**src/rtl/ecc_pkg.sv**
```systemverilog
package ecc_pkg;

    // column parity pairs derived from the byte-wide XOR (bit index width)
    localparam int COL_PAIRS = 3;
    localparam int BYTE_W    = 8;

    typedef enum logic [1:0] {
        ST_CLEAN     = 2'd0,
        ST_FIXED     = 2'd1,
        ST_CODE_ONLY = 2'd2,
        ST_FATAL     = 2'd3
    } ecc_status_e;

    // Mask of the bit positions whose index has bit k set.
    function automatic logic [BYTE_W-1:0] col_mask(input int k);
        logic [BYTE_W-1:0] m;
        for (int b = 0; b < BYTE_W; b++) begin
            m[b] = ((b >> k) & 1) != 0;
        end
        return m;
    endfunction

endpackage

```
**src/rtl/ecc_word_build.sv**
```systemverilog
module ecc_word_build
    import ecc_pkg::*;
#(
    parameter int ROW_BITS = 9,
    localparam int PAIRS   = ROW_BITS + COL_PAIRS,
    localparam int WORD_W  = 2 * PAIRS,
    localparam int LOW_W   = 2 * COL_PAIRS
) (
    input  logic [BYTE_W-1:0]   gpar_i,
    input  logic [ROW_BITS-1:0] rowp_i,
    output logic [WORD_W-1:0]   word_o
);

    logic total;

    // Pair k of the word: odd bit = plain parity, even bit = primed parity.
    always_comb begin
        total  = ^gpar_i;
        word_o = '0;
        for (int k = 0; k < COL_PAIRS; k++) begin
            word_o[2*k+1] = ^(gpar_i & col_mask(k));
            word_o[2*k]   = ^(gpar_i & ~col_mask(k));
        end
        for (int j = 0; j < ROW_BITS; j++) begin
            word_o[LOW_W+2*j+1] = rowp_i[j];
            word_o[LOW_W+2*j]   = rowp_i[j] ^ total;
        end
    end

endmodule

```
**src/rtl/ecc_accum.sv**
```systemverilog
module ecc_accum
    import ecc_pkg::*;
#(
    parameter int ROW_BITS = 9,
    localparam int PAIRS   = ROW_BITS + COL_PAIRS,
    localparam int WORD_W  = 2 * PAIRS,
    localparam int LOW_W   = 2 * COL_PAIRS
) (
    input  logic                clk,
    input  logic                rst_n,
    input  logic                sos_i,
    input  logic                valid_i,
    input  logic [BYTE_W-1:0]   data_i,
    output logic                code_valid_o,
    output logic [WORD_W-1:0]   code_o
);

    localparam logic [ROW_BITS-1:0] LAST_IDX = '1;

    typedef struct packed {
        logic [ROW_BITS-1:0] idx;
        logic [BYTE_W-1:0]   gpar;
        logic [ROW_BITS-1:0] rowp;
        logic [WORD_W-1:0]   code;
        logic                done;
    } acc_t;

    acc_t st_d, st_q;

    logic [ROW_BITS-1:0] base_idx, base_rowp, sum_rowp;
    logic [BYTE_W-1:0]   base_gpar, sum_gpar;
    logic [WORD_W-1:0]   word;

    // Sector-start strobe discards partial state before this byte folds in.
    always_comb begin
        base_idx  = sos_i ? '0 : st_q.idx;
        base_gpar = sos_i ? '0 : st_q.gpar;
        base_rowp = sos_i ? '0 : st_q.rowp;
        sum_gpar  = base_gpar ^ data_i;
        sum_rowp  = base_rowp ^ ((^data_i) ? base_idx : '0);
    end

    ecc_word_build #(.ROW_BITS(ROW_BITS)) u_build (
        .gpar_i (sum_gpar),
        .rowp_i (sum_rowp),
        .word_o (word)
    );

    always_comb begin
        st_d      = st_q;
        st_d.done = 1'b0;
        st_d.idx  = base_idx;
        st_d.gpar = base_gpar;
        st_d.rowp = base_rowp;
        if (valid_i) begin
            if (base_idx == LAST_IDX) begin
                st_d.idx  = '0;
                st_d.gpar = '0;
                st_d.rowp = '0;
                st_d.done = 1'b1;
                // rotate so the column pairs land in the top byte, then complement
                st_d.code = ~{word[LOW_W-1:0], word[WORD_W-1:LOW_W]};
            end else begin
                st_d.idx  = base_idx + 1'b1;
                st_d.gpar = sum_gpar;
                st_d.rowp = sum_rowp;
            end
        end
    end

    always_ff @(posedge clk or negedge rst_n) begin
        if (!rst_n) begin
            st_q      <= '0;
            st_q.code <= '1;
        end else begin
            st_q <= st_d;
        end
    end

    assign code_valid_o = st_q.done;
    assign code_o       = st_q.code;

endmodule

```
**src/rtl/ecc_syndrome.sv**
```systemverilog
module ecc_syndrome
    import ecc_pkg::*;
#(
    parameter int ROW_BITS = 9,
    localparam int PAIRS   = ROW_BITS + COL_PAIRS,
    localparam int WORD_W  = 2 * PAIRS,
    localparam int LOW_W   = 2 * COL_PAIRS
) (
    input  logic                 clk,
    input  logic                 rst_n,
    input  logic                 chk_i,
    input  logic [WORD_W-1:0]    stored_i,
    input  logic [WORD_W-1:0]    fresh_i,
    output logic                 res_valid_o,
    output logic [1:0]           status_o,
    output logic [ROW_BITS-1:0]  byte_idx_o,
    output logic [COL_PAIRS-1:0] bit_idx_o
);

    typedef struct packed {
        logic                 rv;
        ecc_status_e          status;
        logic [ROW_BITS-1:0]  byte_idx;
        logic [COL_PAIRS-1:0] bit_idx;
    } res_t;

    res_t r_d, r_q;

    logic [WORD_W-1:0] w_old, w_new, diff;
    logic [PAIRS-1:0]  odd_bits, split;
    logic              all_split, lone_bit;

    always_comb begin
        // undo the byte rotation: ascending pair order, pair 0 at the bottom
        w_old = {stored_i[WORD_W-LOW_W-1:0], stored_i[WORD_W-1:WORD_W-LOW_W]};
        w_new = {fresh_i[WORD_W-LOW_W-1:0], fresh_i[WORD_W-1:WORD_W-LOW_W]};
        diff  = w_old ^ w_new;
        for (int k = 0; k < PAIRS; k++) begin
            odd_bits[k] = diff[2*k+1];
            split[k]    = diff[2*k+1] ^ diff[2*k];
        end
        all_split = &split;
        lone_bit  = (diff != '0) && ((diff & (diff - 1'b1)) == '0);
    end

    always_comb begin
        r_d    = r_q;
        r_d.rv = chk_i;
        if (chk_i) begin
            r_d.byte_idx = '0;
            r_d.bit_idx  = '0;
            if (diff == '0) begin
                r_d.status = ST_CLEAN;
            end else if (all_split) begin
                r_d.status   = ST_FIXED;
                r_d.bit_idx  = odd_bits[COL_PAIRS-1:0];
                r_d.byte_idx = odd_bits[PAIRS-1:COL_PAIRS];
            end else if (lone_bit) begin
                r_d.status = ST_CODE_ONLY;
            end else begin
                r_d.status = ST_FATAL;
            end
        end
    end

    always_ff @(posedge clk or negedge rst_n) begin
        if (!rst_n) begin
            r_q        <= '0;
            r_q.status <= ST_CLEAN;
        end else begin
            r_q <= r_d;
        end
    end

    assign res_valid_o = r_q.rv;
    assign status_o    = r_q.status;
    assign byte_idx_o  = r_q.byte_idx;
    assign bit_idx_o   = r_q.bit_idx;

endmodule

```
**src/rtl/ecc_engine.sv**
```systemverilog
module ecc_engine
    import ecc_pkg::*;
#(
    parameter int ROW_BITS = 9,
    localparam int WORD_W  = 2 * (ROW_BITS + COL_PAIRS)
) (
    input  logic                 clk,
    input  logic                 rst_n,
    input  logic                 sos_i,
    input  logic                 valid_i,
    input  logic [7:0]           data_i,
    output logic                 code_valid_o,
    output logic [WORD_W-1:0]    code_o,
    input  logic                 chk_i,
    input  logic [WORD_W-1:0]    stored_code_i,
    output logic                 res_valid_o,
    output logic [1:0]           status_o,
    output logic [ROW_BITS-1:0]  byte_idx_o,
    output logic [2:0]           bit_idx_o
);

    ecc_accum #(.ROW_BITS(ROW_BITS)) u_accum (
        .clk          (clk),
        .rst_n        (rst_n),
        .sos_i        (sos_i),
        .valid_i      (valid_i),
        .data_i       (data_i),
        .code_valid_o (code_valid_o),
        .code_o       (code_o)
    );

    ecc_syndrome #(.ROW_BITS(ROW_BITS)) u_syndrome (
        .clk         (clk),
        .rst_n       (rst_n),
        .chk_i       (chk_i),
        .stored_i    (stored_code_i),
        .fresh_i     (code_o),
        .res_valid_o (res_valid_o),
        .status_o    (status_o),
        .byte_idx_o  (byte_idx_o),
        .bit_idx_o   (bit_idx_o)
    );

endmodule

```
**config.mk**
```make
export PLATFORM = sky130hd
export DESIGN_NAME = ecc_engine
export DESIGN_NICKNAME = d
export VERILOG_FILES = /design/src/rtl/ecc_pkg.sv /design/src/rtl/ecc_word_build.sv /design/src/rtl/ecc_accum.sv /design/src/rtl/ecc_syndrome.sv /design/src/rtl/ecc_engine.sv
export SDC_FILE = /design/constraint.sdc
export NUM_CORES = 1
export LEC_CHECK = 0
export ABC_AREA = 1
export BUFFER_PORTS_ARGS = -buffer_cell sky130_fd_sc_hd__buf_2
export CAP_MARGIN = 20
export CORE_MARGIN = 8
export CORE_UTILIZATION = 52
export CTS_CLUSTER_SIZE = 20
export DETAILED_ROUTE_END_ITERATION = 8
export PLACE_DENSITY = 0.81
export SYNTH_ARGS = -nofsm -noshare
export SYNTH_HDL_FRONTEND = slang
export SYNTH_SLANG_ARGS = --single-unit
```
**constraint.sdc**
```tcl
create_clock -name clk -period 2.15 [get_ports clk]
set_clock_uncertainty 0.05 [all_clocks]
set_input_delay 0.43 -clock clk [delete_from_list [all_inputs] [get_ports clk]]
set_output_delay 0.43 -clock clk [all_outputs]
set_load 0.05 [all_outputs]
```
Word level (Yosys, flattened, before mapping)
Index checks and enable logic that the tools add are counted.

storage, ports and cells
  flip-flop bits (word level) = 66
  bits of input ports = 37
  logic and storage cells = 64
  output and inout port bits = 40

operators by class
  reductions and logical operators = 14
  mux-type cells = 12
  equality and inequality tests = 1
  $add $sub $neg = 2
  bitwise gates (word level) = 26

operators with widths
  kind                   count
  $reduce_xor 8->1       8
  $mux 51                1
  $logic_not 24->1       2
  $mux 9                 3
  $mux 26                1
  $mux 25                1
  $and 24x24->24         1
  $mux 12                2
  $not 24->24            1
  $reduce_bool 24->1     1
  $sub 24x1->24 const B  1
  $xor 24x24->24         1
  $xor 1x1->1            21
  $reduce_and 12->1      1
  $add 9x1->9 const B    1
  $eq 9x9->1 const B     1
  $xor 9x9->9            1
  $mux 8                 1
  $xor 8x8->8            1
  $mux 2                 2
  $reduce_and 2->1       1
  $logic_and 1x1->1      1
  $mux 1                 1

Depth between registers and ports, before layout
Gate-level depths: netlist of run 1.

  depth in word-level cells = 8
  depth in mapped cells = 18
  mapped depth without buffers = 18

Hierarchy
From an unflattened synthesis of run 1, not the netlist that was laid out.

second synthesis, totals
  cells, all modules = 782
  area, all modules = 5,322.6 sq um

modules (own cells, without submodules)
  module          seq. area each (sq um)  cells each  times used  area each (sq um)
  ecc_accum       1,306.3                 348         1           2,821.5
  ecc_syndrome    375.4                   337         1           1,985.7
  ecc_word_build  0.0                     97          1           515.5

Worst setup path before layout of run 1
Ideal clock, no wire load.

  path type = input to register
  from = input sos_i
  to = register u_accum.st_q[33] (netlist name)
  slack = -0.071 ns
  buffers on the path = 3
  stages = 12
  required time = 1.959 ns
  arrival = 2.030 ns
  cells stage by stage = inv_2 > buf_12 > nand2_1 > inv_1 > ha_1 > nand3_1 > nor2_1 > ha_1 > or2_2 > clkbuf_1 > clkbuf_1 > o22ai_1

RTL lines
  what                  RTL line         RTL
  start, declared       ecc_engine.sv:9  input logic sos_i,
  end signal, assigned  ecc_accum.sv:76  st_q <= st_d;
  end, declared         ecc_accum.sv:28  acc_t st_d, st_q;

Final worst setup path of run 1
  from = register u_accum.st_q, in the netlist u_accum.code_o[13]
  to = register u_syndrome.r_q, in the netlist u_syndrome.byte_idx_o[2]

on the way
  cells in the longest elaborated chain, start to end = 5
  elaborated cells between the ends (all ways) = 6
  classes of those cells = 2 x mux; 2 x bitwise; 2 x reduce/logical

RTL lines
  what                  RTL line            RTL
  $xor 24x24->24 (*)    ecc_syndrome.sv:37  diff = w_old ^ w_new;
  $xor 1x1->1           ecc_syndrome.sv:40  split[k] = diff[2*k+1] ^ diff[2*k];
  $reduce_and 12->1     ecc_syndrome.sv:42  all_split = &split;
  $mux 12               ecc_syndrome.sv:54  end else if (all_split) begin
  $mux 12 (*)           ecc_syndrome.sv:52  if (diff == '0) begin
  end signal, assigned  ecc_syndrome.sv:71  r_q <= r_d;
  end, declared         ecc_syndrome.sv:27  res_t r_d, r_q;

Every way passes the cells marked *; elsewhere a longest branch is shown, timed or not.
A chain may end at the register's enable or synchronous reset.

==> results of run 1 <==
[per-layer routing]
metal	vias up	part of all wire [%]
met3	19	4.3
met4	0	1.9
li1	2284	-
met2	111	54
met5	-	0
met1	2163	40
[where the power goes]
| group | switching, mW | internal [mW] |
|---|---|---|
| clock | 0.520 | 0.804 |
| combinational | 0.563 | 0.416 |
| sequential | 0.0193 | 1.27 |
[critical path, cell delays in order (launching register included)]
cell and delay [ps]:
dfstp_2 570, xor2_2 170, inv_2 70, ha_4 260, nand4_1 90, or3_4 430
or2_4 280, o21ai_0 140
[placed cells by master, fill, tap and decap left out, types with 2 or more instances in the layout]
cell type	synthesis	final
buf_4	24	70
inv_2	1	5
nor2_2	0	4
xor2_1	9	6
xor2_2	5	8
xnor2_2	6	6
dfrtp_1	42	42
xnor2_4	2	2
nand2_2	5	12
o21ai_1	11	15
xnor2_1	18	18
a21oi_1	8	8
buf_12	1	3
ha_4	0	6
a31oi_1	2	2
o21ai_0	34	22
o22ai_1	17	17
xor2_4	2	2
o21ai_2	0	8
nand2_4	4	4
inv_1	96	92
nand3_1	36	35
nand2_1	226	219
clkinvlp_4	0	2
bufinv_16	0	3
nor3_1	4	4
nor2_1	48	42
or2_4	0	2
buf_2	1	76
clkbuf_8	0	10
nor2_4	0	2
ha_1	16	9
dfstp_2	24	24
nand4_1	4	4
[registers in the layout, indices dropped and copies added (netlist names)]
register                cells
u_accum.st_q               26
u_syndrome.byte_idx_o       9
u_syndrome.bit_idx_o        3
u_syndrome.res_valid_o      1
u_accum.code_o             24
u_accum.code_valid_o        1
u_syndrome.status_o         2
[per-stage QoR]
stage | hold slack [ps] | instance area (um^2) | setup TNS, ps
floorplan | 84.4 | 4820 | 0
finish | 40.0 | 6100 | 0
detailed placement | 417 | 5630 | -2210
CTS | 39.5 | 5920 | -0.372
global placement | 410 | 5630 | -686
global route | 66.7 | 6100 | -797
[timing repair]
item	CTS	global route
resized for setup	14	40
pin swaps	3	9
endpoints found under the setup margin	13	14
buffers inserted	1	4
gates cloned	1	0
[area by class of cell]
type | instances | area [um^2] | area share, %
Clock inverter | 6 | 114 | 1.87
Clock buffer | 10 | 138 | 2.26
Tap cell | 111 | 139 | 2.28
Multi-Input combinational cell | 466 | 2700 | 44.3
Timing Repair Buffer | 149 | 966 | 15.8
Sequential cell | 66 | 1680 | 27.6
Inverter | 97 | 364 | 5.97
[worst max path at each step]
stage	depth (start not counted)	slack, ps	startpoint	endpoint
global route	16	-110	u_accum.code_o[18]	u_syndrome.status_o[0]
global placement	8	-50	stored_code_i[17]	u_syndrome.byte_idx_o[3]
floorplan	8	10	u_accum.code_o[13]	u_syndrome.byte_idx_o[4]
CTS	7	-0.4	u_accum.code_o[13]	u_syndrome.byte_idx_o[0]
detailed placement	8	-100	stored_code_i[17]	u_syndrome.byte_idx_o[8]
finish	7	30	u_accum.code_o[13]	u_syndrome.byte_idx_o[2]
[cells by family (layout without fill, tap and decap cells)]
kind of cell	after synthesis	in the layout	share of synthesized area (%)
AO/OA/AOI/OAI	73	73	8.16
XOR/XNOR	42	42	10.9
adder cells (fa/ha/maj)	16	16	4.17
buffers and inverters	134	262	12.7
flip-flops	66	66	35.0
AND/OR/NAND/NOR	334	335	29.0
==> impl_metrics.toml, run 1 <==
[run_status]
status = "finished clean"

[setup_path]
path_max_fanout = 6
r2r_slack_ps = 30
crit_type = "register to register"
cp.arrival_ps = 2350
worstReg2RegStart = "u_accum.code_o[13]"
crit_required_ps = 2370
cp-end-kind = "register"
reg2reg_to = "u_syndrome.byte_idx_o[2]"
worstSetupStartpointType = "register"
worstRegToRegCells = 7

[synth]
synth_most_common_cell = "nand2_1"
synth_top_cell_by_area = "dfrtp_1"
ys_top_cells_by_count = "226 x nand2_1, 96 x inv_1, 48 x nor2_1"
synth_edf_count = 0
yosys-top-cells-area = "dfrtp_1 22%, nand2_1 18%, dfstp_2 13%, inv_1 7.5%, ha_1 4.2%"
synth_top_cell_area_share_pct = 21.9
synth_area_um2 = 4800
yosys_register_bits = 66
syn_inst = 665
netlist-cell-type-count = 34
syn_nets = 718
yosysWarnings = 0
synth_ff_type = "dfrtp_1"
yosysSeqAreaShare_pct = 35.0
async_flop_share_pct = 100
syn_avg_cell_area_um2 = 7.22

[floorplan]
die_x_um = 112
rows = 35
io_pins = 77
die_h_um = 112
die_area_um2 = 12600
core-area_um2 = 9110
initial_core_util_pct = 52.7

[timing]
worst_slack_ps = 25.2
setup_viol = 0
fmax_mhz = 471
fin_crit_ps = 2120
rsz0062_at_grt = "true"
hold_viol = 0
slew_headroom_pct = 71.0
slew_viol_final = 0
worst_slew_pin_slew_ps = 432
period_share_pct = 98.8

[placed_design]
io_buffers = 76
gp_congestion = 0.923
post-place-ws_ps = -104
dp_hpwl_um = 9990
placed_cells = 883

[routing]
drt-pass1-iter-count = 5
vias = 4577
viasPerCell = 5.06
wire_per_inst_um = 14.3
drt-initial-drc-count = 254
wl_um = 12900
route.detailed.drc = 0
route.antenna.remaining_nets = 0

[clock_network]
path_clk_slew_ps = 80
clkSinkCount = 66
tritoncts.num_buffers = 9
clock_latency_ps = 350
tritoncts = "yes"
htreeDepth = 3
cts_root_buf = "clkbuf_8"
postCtsHoldBufs = 0
ctsLongestPathBuffers = 2

[final_layout]
nFillCells = 770
drive_gt1_share_pct = 32.1
area_growth_pct = 27.2
final_cell_count_no_fill = 905
n_antenna_cell = 0
final_nets = 842
utilization_pct = 67.0

[grt]
antenna_found_initial = 0
gr-usage-met2_pct = 37.6
grt_pass1_wl_um = 21200
grt_pass1_vias = 4604
grt_usage_pct = 20.6
gr-total-overflow = 0
grt_start_max_net_pins = 67
use_met1_pct = 23.3
gr-max-usage-layer = "met2"
met3_usage_pct = 3.65

[power]
power_mw = 3.60
p_leak_nw = 3.17
powerDensity_nw_per_um2 = 589
irDropWorstVdd_mv = 0.400

[min_path]
hp-class = "input pin to async pin"

[job]
maxCapViolations = 0
No activity file was read; power rests on OpenSTA's default activity.
==> run 2, diff against run 1 <==
--- a/config.mk
+++ b/config.mk
@@ -12,7 +12,7 @@
 export CORE_UTILIZATION = 52
 export CTS_CLUSTER_SIZE = 20
 export DETAILED_ROUTE_END_ITERATION = 8
-export PLACE_DENSITY = 0.81
+export PLACE_DENSITY = 0.77
 export SYNTH_ARGS = -nofsm -noshare
 export SYNTH_HDL_FRONTEND = slang
 export SYNTH_SLANG_ARGS = --single-unit
==> constraint.sdc (replaced) <==
create_clock -name clk -period 2.15 [get_ports clk]
set_clock_uncertainty 0.05 [all_clocks]
set_input_delay 0.43 -clock clk [delete_from_list [all_inputs] [get_ports clk]]
set_output_delay 0.43 -clock clk [all_outputs]
set_load 0.005 [all_outputs]
==> run 2 against run 1 <==
The flow now finishes with violations (setup timing). Worst hold slack better by 140 ps. Utilization down 1.1 points. Maximum frequency down 5.5%. Wire length down 0.36%. Critical endpoint is now u_syndrome.bit_idx_o[2]. Highest routed layer unchanged.
==> impl_metrics.toml, run 2 (synthesis gave the netlist of run 1 again) <==
[setup_path]
worstSetupStartpointType = "register"
crit_path_top_delay_cell = "dfstp_2"
crit_path_max_incr_delay_ps = 580
critPathTopFamily = "simple AND/OR/NAND/NOR gates"
worstRegToRegCells = 7
cp_cell_sequence = "xor2_4, inv_2, ha_4, nand4_1, or3_4, or2_4, o21ai_1"
cp.arrival_ps = 2470
crit_required_ps = 2370
path_max_fanout = 6
cp-end-kind = "register"
worst-path-buf-inv = 1
cp.depth = 7
crit_type = "register to register"

[routing]
route.detailed.drc = 0
highest_layer = "met4"
wl_met2_um = 6670
route.antenna.remaining_nets = 0
drt-pass1-iter-count = 4
wl_met1_um = 5350
vias = 4516
drt-initial-drc-count = 201
viasPerCell = 4.96
wl_met3_um = 461
wire_per_inst_um = 14.1
wl_um = 12900

[timing]
hold_viol = 0
setup_viol = 14
period_share_pct = 105
rsz0062_at_grt = "true"
slew_viol_final = 0
fin_crit_ps = 2250
worst_slack_ps = -98.9
slew_headroom_pct = 69.4
worst_slew_pin_slew_ps = 459
fmax_mhz = 445

[floorplan]
initial_core_util_pct = 52.7
die_x_um = 112
core-area_um2 = 9110
die_h_um = 112
die_area_um2 = 12600
rows = 35
io_pins = 77

[placed_design]
gp_congestion = 0.928
placed_cells = 889
dp_hpwl_um = 10200
place_area_um2 = 5660
post-place-ws_ps = -162
io_buffers = 76

[power]
irDropWorstVdd_mv = 0.365
p_leak_nw = 3.17
power_mw = 3.44
powerDensity_nw_per_um2 = 573

[grt]
grt_pass1_wl_um = 21700
grt_start_max_net_pins = 50
grt_pass1_vias = 4610
gr-total-overflow = 0
grt_usage_pct = 21.1
antenna_found_initial = 0

[final_layout]
final_nets = 847
nFillCells = 810
top_register = "u_accum.st_q"
drive_gt1_share_pct = 30.0
final_cell_mix = "224 x nand2_1, 94 x inv_1, 76 x buf_2, 75 x buf_4, 46 x nor2_1"
largest_reg_flops = 26
n_antenna_cell = 0
register_area_um2 = 1680
final_common_cell = "nand2_1"
area_growth_pct = 25.0
final_cell_count_no_fill = 910
utilization_pct = 65.9
multiInputGateArea_um2 = 2610
fin_area_um2 = 6000

[clock_network]
path_clk_slew_ps = 80
tritoncts = "yes"
cts_root_buf = "clkbuf_8"
tritoncts.num_buffers = 9
htreeDepth = 3
ctsLongestPathBuffers = 2
clock_latency_ps = 340
clkSinkCount = 66

[run_status]
violations = "setup timing"
status = "finished, violations left"

[job]
maxCapViolations = 0

[min_path]
hp-class = "input pin to register"
hold-path-cell-count = 1
[run 2: cell types whose count changed in the layout (fill, tap and decap cells not counted), sizes merged]
| cell | before | now |
|---|---|---|
| clkinvlp | 2 | 0 |
| clkinv | 1 | 4 |
| buf | 149 | 153 |
| inv | 97 | 98 |
| dlygate4sd3 | 0 | 1 |
| bufinv | 3 | 2 |
| clkbuf | 10 | 9 |
[run 2: final timing paths]
check | from | end | slack [ps]
max reg2reg | u_accum.code_o[13] | u_syndrome.bit_idx_o[2] | -100
min | chk_i | u_syndrome.res_valid_o | 180
min reg2reg | u_syndrome.byte_idx_o[7] | u_syndrome.byte_idx_o[7] | 430
min in group asynchronous | rst_n | u_syndrome.bit_idx_o[2] | 520
max | u_accum.code_o[13] | u_syndrome.bit_idx_o[2] | -100
max in group asynchronous | rst_n | u_accum.code_o[1] | 850
[run 2: final cells by class]
cell class,count,area share [%]
Inverter,97,6.07
Sequential cell,66,28.0
Timing Repair Buffer,154,16.6
Multi-Input combinational cell,466,43.4
Clock inverter,7,1.54
Tap cell,111,2.31
Clock buffer,9,2.06
[run 2: per-stage QoR]
step                TNS, ps  hold WS (ps)
floorplan                 0          84.4
global placement      -1500           351
detailed placement    -2510           350
CTS                    -619           178
global route          -1600           176
finish                -1080           182
[run 2: worst reg2reg max path, cell delays in order, from the launching register on]
cell and delay, ps:
dfstp_2 580, xor2_4 180, inv_2 80, ha_4 270, nand4_1 180, or3_4 440
or2_4 280, o21ai_1 130
[run 2: timing repair]
item	CTS	global route
pin swaps	6	5
gates cloned	1	0
resized for setup	15	16
setup endpoints to repair	14	14
setup buffers	2	1
hold buffers	1	0
endpoints found under the hold margin	15	0
[run 2: where the power goes]
group	switching (mW)	internal (mW)	total, mW
clock	0.521	0.653	1.17
sequential	0.0199	1.27	1.29
combinational	0.551	0.420	0.971
total	1.09	2.35	3.44
[run 2: metal layers]
layer / vias to the layer above / track usage [%]
met3: 28 / 3.38
met5: - / 0
met1: 2101 / 24.0
li1: 2295 / -
met2: 92 / 38.4
met4: 0 / 8.99
